**src/rtl/wash_pkg.sv**
```systemverilog
package wash_pkg;

    localparam int FWD_SECS_DEF   = 20;
    localparam int REST_SECS_DEF  = 10;
    localparam int REV_SECS_DEF   = 20;
    localparam int SECS_PER_MIN   = 60;
    localparam int BCD_W          = 4;

    typedef enum logic [1:0] {
        PH_FWD    = 2'd0,
        PH_REST_A = 2'd1,
        PH_REV    = 2'd2,
        PH_REST_B = 2'd3
    } phase_e;

    typedef enum logic [1:0] {
        ST_IDLE = 2'd0,
        ST_RUN  = 2'd1,
        ST_DONE = 2'd2
    } run_e;

    typedef struct packed {
        logic [BCD_W-1:0] tens;
        logic [BCD_W-1:0] units;
    } bcd2_t;

    function automatic bcd2_t bcd2_dec(input bcd2_t v);
        bcd2_t r;
        if (v.units == '0) begin
            r.units = BCD_W'(9);
            r.tens  = v.tens - BCD_W'(1);
        end else begin
            r.units = v.units - BCD_W'(1);
            r.tens  = v.tens;
        end
        return r;
    endfunction

    function automatic logic bcd2_is_one(input bcd2_t v);
        return (v.tens == '0) && (v.units == BCD_W'(1));
    endfunction

endpackage

```
**src/rtl/wash_phase_seq.sv**
```systemverilog
module wash_phase_seq
    import wash_pkg::*;
#(
    parameter int FWD_SECS  = FWD_SECS_DEF,
    parameter int REST_SECS = REST_SECS_DEF,
    parameter int REV_SECS  = REV_SECS_DEF
) (
    input  logic   clk,
    input  logic   rst,
    input  logic   restart,
    input  logic   advance,
    output phase_e phase
);
    localparam int MOTOR_MAX = (FWD_SECS > REV_SECS) ? FWD_SECS : REV_SECS;
    localparam int LEN_MAX   = (MOTOR_MAX > REST_SECS) ? MOTOR_MAX : REST_SECS;
    localparam int CW        = (LEN_MAX > 1) ? $clog2(LEN_MAX) : 1;

    logic [CW-1:0] sec_in_phase;
    logic [CW-1:0] last_sec;

    always_comb begin
        case (phase)
            PH_FWD:  last_sec = CW'(FWD_SECS - 1);
            PH_REV:  last_sec = CW'(REV_SECS - 1);
            default: last_sec = CW'(REST_SECS - 1);
        endcase
    end

    always_ff @(posedge clk) begin
        if (rst || restart) begin
            phase        <= PH_FWD;
            sec_in_phase <= '0;
        end else if (advance) begin
            if (sec_in_phase == last_sec) begin
                sec_in_phase <= '0;
                phase        <= phase_e'(phase + 2'd1);
            end else begin
                sec_in_phase <= sec_in_phase + CW'(1);
            end
        end
    end

endmodule

```
**src/rtl/wash_bcd_timer.sv**
```systemverilog
module wash_bcd_timer
    import wash_pkg::*;
#(
    parameter int SECS_MIN = SECS_PER_MIN
) (
    input  logic  clk,
    input  logic  rst,
    input  logic  load,
    input  bcd2_t preset,
    input  logic  advance,
    output bcd2_t remain,
    output logic  expire
);
    localparam int SW = $clog2(SECS_MIN);
    localparam logic [SW-1:0] SEC_LAST = SW'(SECS_MIN - 1);

    logic [SW-1:0] sec_cnt;
    logic          min_wrap;

    assign min_wrap = advance && (sec_cnt == SEC_LAST);
    assign expire   = min_wrap && bcd2_is_one(remain);

    always_ff @(posedge clk) begin
        if (rst) begin
            remain  <= '0;
            sec_cnt <= '0;
        end else if (load) begin
            remain  <= preset;
            sec_cnt <= '0;
        end else if (advance) begin
            if (min_wrap) begin
                sec_cnt <= '0;
                remain  <= bcd2_dec(remain);
            end else begin
                sec_cnt <= sec_cnt + SW'(1);
            end
        end
    end

endmodule

```
**src/rtl/wash_ctrl.sv**
```systemverilog
module wash_ctrl
    import wash_pkg::*;
#(
    parameter int FWD_SECS  = FWD_SECS_DEF,
    parameter int REST_SECS = REST_SECS_DEF,
    parameter int REV_SECS  = REV_SECS_DEF,
    parameter int SECS_MIN  = SECS_PER_MIN
) (
    input  logic             clk,
    input  logic             rst,
    input  logic             tick_1s,
    input  logic             start,
    input  logic [BCD_W-1:0] preset_tens,
    input  logic [BCD_W-1:0] preset_units,
    output logic             motor_fwd,
    output logic             motor_rev,
    output logic             led_fwd,
    output logic             led_rev,
    output logic             led_pause,
    output logic [BCD_W-1:0] remain_tens,
    output logic [BCD_W-1:0] remain_units,
    output logic             buzzer
);
    run_e   state;
    phase_e phase;
    bcd2_t  preset;
    bcd2_t  remain;
    logic   start_ok;
    logic   advance;
    logic   expire;
    logic   running;

    assign preset   = '{tens: preset_tens, units: preset_units};
    assign running  = (state == ST_RUN);
    assign start_ok = start && (preset != '0) && !running;
    assign advance  = tick_1s && running;

    always_ff @(posedge clk) begin
        if (rst) begin
            state <= ST_IDLE;
        end else if (start_ok) begin
            state <= ST_RUN;
        end else if (running && expire) begin
            state <= ST_DONE;
        end
    end

    wash_phase_seq #(
        .FWD_SECS (FWD_SECS),
        .REST_SECS(REST_SECS),
        .REV_SECS (REV_SECS)
    ) i_seq (
        .clk    (clk),
        .rst    (rst),
        .restart(start_ok),
        .advance(advance),
        .phase  (phase)
    );

    wash_bcd_timer #(
        .SECS_MIN(SECS_MIN)
    ) i_timer (
        .clk    (clk),
        .rst    (rst),
        .load   (start_ok),
        .preset (preset),
        .advance(advance),
        .remain (remain),
        .expire (expire)
    );

    assign motor_fwd    = running && (phase == PH_FWD);
    assign motor_rev    = running && (phase == PH_REV);
    assign led_fwd      = motor_fwd;
    assign led_rev      = motor_rev;
    assign led_pause    = running && ((phase == PH_REST_A) || (phase == PH_REST_B));
    assign remain_tens  = remain.tens;
    assign remain_units = remain.units;
    assign buzzer       = (state == ST_DONE);

endmodule

```
**config.mk**
```make
export PLATFORM = sky130hd
export DESIGN_NAME = wash_ctrl
export DESIGN_NICKNAME = d
export VERILOG_FILES = /design/src/rtl/wash_pkg.sv /design/src/rtl/wash_phase_seq.sv /design/src/rtl/wash_bcd_timer.sv /design/src/rtl/wash_ctrl.sv
export SDC_FILE = /design/constraint.sdc
export NUM_CORES = 1
export LEC_CHECK = 0
export BUFFER_PORTS_ARGS = -buffer_cell sky130_fd_sc_hd__clkbuf_2
export CAP_MARGIN = 40
export CORE_AREA = 2 2 57 59
export DETAILED_ROUTE_END_ITERATION = 16
export DIE_AREA = 0 0 59 61
export GPL_TIMING_DRIVEN = 0
export HOLD_SLACK_MARGIN = 0.1
export PLACE_DENSITY = 0.64
export REMOVE_ABC_BUFFERS = 1
export SETUP_SLACK_MARGIN = 0.3
export SLEW_MARGIN = 20
export SYNTH_ARGS = -nofsm -noshare
export SYNTH_HDL_FRONTEND = slang
export SYNTH_SLANG_ARGS = --single-unit
```
**constraint.sdc**
```tcl
create_clock -name clk -period 1.8 [get_ports clk]
set_input_delay 0.09 -clock clk [delete_from_list [all_inputs] [get_ports clk]]
set_output_delay 0.09 -clock clk [all_outputs]
set_load 0.005 [all_outputs]
```
After elaboration in Yosys (flattened, before gate mapping)
Index checks and enable logic that the tools add are counted.
{ "totals": {"regBits": 23, "latch_bits": 0, "ram_bits": 0, "rom_bits": 0, "input_bits": 12, "output_inout_bits": 14, "elab_cells": 55, "memories": 0} }
{ "op_classes": {"n_addsub": 5, "mul": 0, "div_mod_pow": 0, "order_cmp": 0, "eq_ne": 8, "shift": 0, "n_mux": 9, "bitwise": 0, "n_reduce_logical": 26} }
{ "op_table": {"columns": ["cell", "n"], "rows": [
  ["8-bit 2-to-1 mux", 4],
  ["1-bit logical AND", 10],
  ["5-bit 2-to-1 mux", 2],
  ["4-bit logical NOT", 2],
  ["2-bit nonzero test", 4],
  ["8-bit nonzero test", 1],
  ["4-bit by 1-bit subtractor with 4-bit output, second input constant", 2],
  ["6-bit by 1-bit adder with 6-bit output, second input constant", 1],
  ["2-bit == test, second input constant", 3],
  ["6-bit == test, second input constant", 1],
  ["6-bit 2-to-1 mux", 1],
  ["5-bit by 1-bit adder with 5-bit output, second input constant", 1],
  ["5-bit == test", 1],
  ["2-bit by 1-bit == test with 1-bit output, second input constant", 2],
  ["4-bit by 1-bit == test with 1-bit output, second input constant", 1],
  ["2-bit AND reduction", 2],
  ["2-bit OR reduction", 2],
  ["3-bit AND reduction", 1],
  ["2-bit by 1-bit adder with 2-bit output, second input constant", 1],
  ["2-bit logical NOT", 1],
  ["1-bit logical OR", 2],
  ["1-bit 2-to-1 mux", 2],
  ["1-bit logical NOT", 1]
]} }

Depth between registers and ports, before layout
{ "depth": {"ltp_word": 7, "ltp_mapped": 7, "depth_no_buf": 6} }

Modules after synthesis
From an unflattened synthesis, not the netlist that was laid out.
{ "hier_totals": {"cells_unflattened": 164, "hier_area_um2": 1418.9} }
{ "by_module_without_submodules": {"columns": ["mod", "instances", "cells_each", "area_per_inst_um2", "seq_area_each_um2"], "rows": [
  ["wash_bcd_timer", 1, 99, 849.6, 280.3],
  ["wash_phase_seq", 1, 45, 386.6, 140.1],
  ["wash_ctrl", 1, 20, 182.7, 40.0]
]} }

Least setup slack after synthesis
OpenSTA, ideal clock, no wires.
{ "synth_timing": {"path_type": "flip-flop to flip-flop", "startpoint": "reg i_timer.sec_cnt[0]", "endpoint": "reg, netlist name i_timer.remain[0]", "setup_ns": 0.112, "t_arrival_ns": 1.539, "t_required_ns": 1.688, "slack_ns": 0.149, "stages_incl_launch_ff": 8, "path_buffers": 2, "synth_period_minus_slack_ns": 1.651, "path_cell_list": "dfxtp_1 -> ha_1 -> and4b_1 -> clkbuf_1 -> and2_1 -> clkbuf_1 -> nor3_1 -> a2111oi_1"} }
{ "synth_between": {"elab_chain_cells": 4} }
{ "synth_rtl": {"columns": ["item", "line", "rtl"], "rows": [
  ["start, declared", "wash_bcd_timer.sv:17", "logic [SW-1:0] sec_cnt;"],
  ["start signal, assigned", "wash_bcd_timer.sv:35", "sec_cnt <= sec_cnt + SW'(1);"],
  ["6-bit == test", "wash_bcd_timer.sv:20", "assign min_wrap = advance && (sec_cnt == SEC_LAST);"],
  ["1-bit logical AND", "wash_bcd_timer.sv:20", null],
  ["2-bit nonzero test (no line)", null, null],
  ["2-bit AND reduction (no line)", null, null]
]} }
No other way between the ends.
A chain may end at the register's enable or synchronous reset.

Worst setup path after layout
{ "layout_timing": {"startpoint": "reg state[0]", "endpoint": "reg, netlist name i_timer.remain[5]"} }
{ "layout_between": {"elab_chain_cells": 5, "word_cells_on_any_way": 10, "classes_between": "1 x eq/ne; 1 x mux; 8 x reduce/logical"} }
{ "layout_rtl": {"columns": ["item", "line", "rtl"], "rows": [
  ["start, declared", "wash_ctrl.sv:24", "run_e state;"],
  ["start signal, assigned", "wash_ctrl.sv:40", "state <= ST_IDLE;"],
  ["start signal, assigned", "wash_ctrl.sv:42", "state <= ST_RUN;"],
  ["start signal, assigned", "wash_ctrl.sv:44", "state <= ST_DONE;"],
  ["2-bit by 1-bit == test with 1-bit output (*)", "wash_ctrl.sv:34", "assign running = (state == ST_RUN);"],
  ["1-bit logical NOT or 1-bit logical AND (tied branches)", "wash_ctrl.sv:35, wash_ctrl.sv:36", null],
  ["1-bit logical AND, on equally long branches", "wash_ctrl.sv:35, wash_bcd_timer.sv:20", null],
  ["2-bit nonzero test (no line)", null, null],
  ["3-bit AND reduction (no line)", null, null]
]} }
Every way passes the cells marked *; elsewhere a longest branch is shown, timed or not.

==> results.ini <==
[status]
status=completed

[critical_path]
crit_fanout=7
start_kind=flop
end_kind=flop
worst_r2r_endpoint=i_timer.remain[5]
cp.arrival_ns=1.77
cp_data_required_time_ns=2.05
rr_startpoint=state[0]
critical_path_class=reg2reg
r2r_cells=4
reg2reg_slack_ns=0.28

[synth]
synth_cell_types=46
syn_inst=148
synth_warnings=0
yosysSeqAreaShare_pct=35.2
synthArstFlopShare_pct=0
ys_ff_latch=23
synth_edf_count=0
syn_avg_cell_area_um2=8.83
synthFlopType=dfxtp_1
synth_area_um2=1310

[global_route]
grt_pass1_vias=1154
grtUsageTotal_pct=18.3
grt-ovfl-total=0
grt_max_degree=14
grt_pass1_wl_mm=5.06
antenna_found_initial=0

[sta]
finalClockSkew_ns=0.00774
tightest_slew_ns=0.376
tns_ns=0
setup_viol=0
hold_violations=0
slew_violations=0
fmaxAchievable_mhz=658
layout_setup_ws_ns=0.281
whs_ns=0.104
fin_crit_ns=1.52
slew_headroom_pct=74.8
rsz0062_at_grt=yes
finalCritPeriodShare_pct=84.4

[worst_hold_path]
hold_path_class=in2reg
whs_path_depth=2
hp-start=rst
hold_end=i_timer.remain[2]

[finish]
syn_to_final_growth_pct=27.0
final_nets=206
layout-drive-gt1-share_pct=35.1
final_area_um2=1660
antennaDiodeCount=0

[detailed_routing]
firstDrtPassIters=5
wl_mm=3.20
wl_per_cell_um=14.7
drt_iter0_markers=44
dr_total_vias=1241
viasPerCell=5.69
ant_nets=0
drcViolationCount=0

[clock_tree]
clkLatencyLatePin_ns=0.31
cts.sink_count=23
clk_pin_slew_ns=0.13
ctsHtreeMaxLevel=1
cts_tree=built
numCtsBuffers=3
root_buffer=clkbuf_4
cts_max_path_buffers=2

[power_and_ir_drop]
leakagePower_uw=0.000657
powerDensity_nw_per_um2=583
p_total_uw=968
vdd_drop_max_v=0.000416

[floorplan]
die_w_um=59
ioPinCount=26
initial_core_util_pct=44.2
die_area_um2=3600
core_um2=2950
die_h_um=61
std_cell_rows=20

[placed_design]
placed_cell_area_um2=1440
place_ws_ns=0.104
io_buffer_count=25
place_hpwl_mm=2.24
globalplace.congestion=0.859

[run]
drv_cap=0

critical path: stages (launching register included):
cell     delay, ns
dfxtp_1       0.48
and4b_2       0.33
and4_4        0.25
mux2_4        0.30
o21ai_1       0.11
report_power, final:
group          switching (uW)  internal [uW]  leakage, uW
combinational            91.9           86.2     0.000449
clock                     155           82.8    0.0000177
sequential               25.5            527     0.000191
total                     272            696     0.000657
routing by layer:
metal | routed length (um) | vias to the layer above | track usage [%]
li1 | - | 608 | -
met5 | 0 | - | 0
met4 | 15 | 0 | 4.55
met3 | 116 | 2 | 3.84
met2 | 1680 | 34 | 33.3
met1 | 1390 | 597 | 22.0
Yosys cell counts (2+ instances only):
cell | number | area share, %
nand4_1 | 5 | 2.4
nand2_1 | 11 | 3.2
a21oi_1 | 7 | 2.7
o21ai_0 | 4 | 1.5
nor2b_1 | 2 | 0.96
nor3_1 | 7 | 2.7
nand3_1 | 3 | 1.1
ha_1 | 8 | 7.7
xnor2_1 | 4 | 2.7
buf_4 | 2 | 1.1
xor2_1 | 5 | 3.4
nor2_1 | 16 | 4.6
dfxtp_1 | 23 | 35
a211oi_1 | 3 | 1.7
nand4b_1 | 2 | 1.3
inv_1 | 6 | 1.7
and2_1 | 4 | 1.9
and4b_1 | 2 | 1.5
or4_4 | 2 | 1.7
nor4bb_1 | 3 | 2.3
clkbuf_1 | 4 | 1.1
worst max-delay path by stage:
| stage | startpoint | endpoint | cells after the start |
|---|---|---|---|
| 2_1_floorplan | i_timer.sec_cnt[0] | i_timer.remain[5] | 5 |
| 3_3_place_gp | i_timer.sec_cnt[0] | i_timer.remain[5] | 5 |
| 3_5_place_dp | i_timer.sec_cnt[0] | i_timer.remain[5] | 5 |
| 4_1_cts | i_timer.sec_cnt[0] | i_timer.remain[5] | 5 |
| 5_1_grt | i_timer.sec_cnt[1] | i_timer.remain[5] | 5 |
| 6_report | state[0] | i_timer.remain[5] | 4 |
cells in the final DEF, fill, tap and decap left out, types with 4 or more instances in the layout:
cell type,Yosys,routed
a21oi_1,7,7
buf_4,2,8
clkbuf_2,0,25
dfxtp_1,23,16
dfxtp_2,0,7
dlygate4sd3_1,0,7
ha_1,8,7
inv_1,6,6
nand2_1,11,11
nand4_1,5,5
nor2_1,16,16
nor3_1,7,7
xnor2_1,4,4
xor2_1,5,5
cell families (layout without fill, tap and decap cells):
group	count (synthesis)	after routing	synth area share [%]
compound gates	26	26	15.3
xor+xnor	9	9	6.03
fa+ha+maj	8	8	7.66
buf+inv	13	50	4.40
flops	23	23	35.2
mux	2	2	1.63
simple gates	67	67	29.7
state kept, by name (all words and copies together) (netlist names):
register / cells
i_seq.phase: 2
i_seq.sec_in_phase: 5
i_timer.remain: 8
i_timer.sec_cnt: 6
state: 2
repair_timing:
action                     in CTS  in global routing
buffers inserted                2                  6
hold buffers                    7                  0
resized for setup               9                 15
pin swaps                       1                  4
setup endpoints to repair      13                 20
hold endpoints to repair        7                  0
area by class of cell:
type                       instances  area, um2
inverter                           6       22.5
clock buffer                       3       22.5
timing repair buffer              40        255
fill                             298       1290
sequential                        23        469
tap                               33       41.3
multi-input combinational        112        843
clock inverter                     1       5.00
through the flow:
stage                     utilization, %  instances
after floorplan                        -        141
after global placement              48.7        199
after detailed placement            48.7        199
after CTS                           53.1        212
after global routing                56.2        218
final                               56.2        218
(Power assumes the default switching activity.)
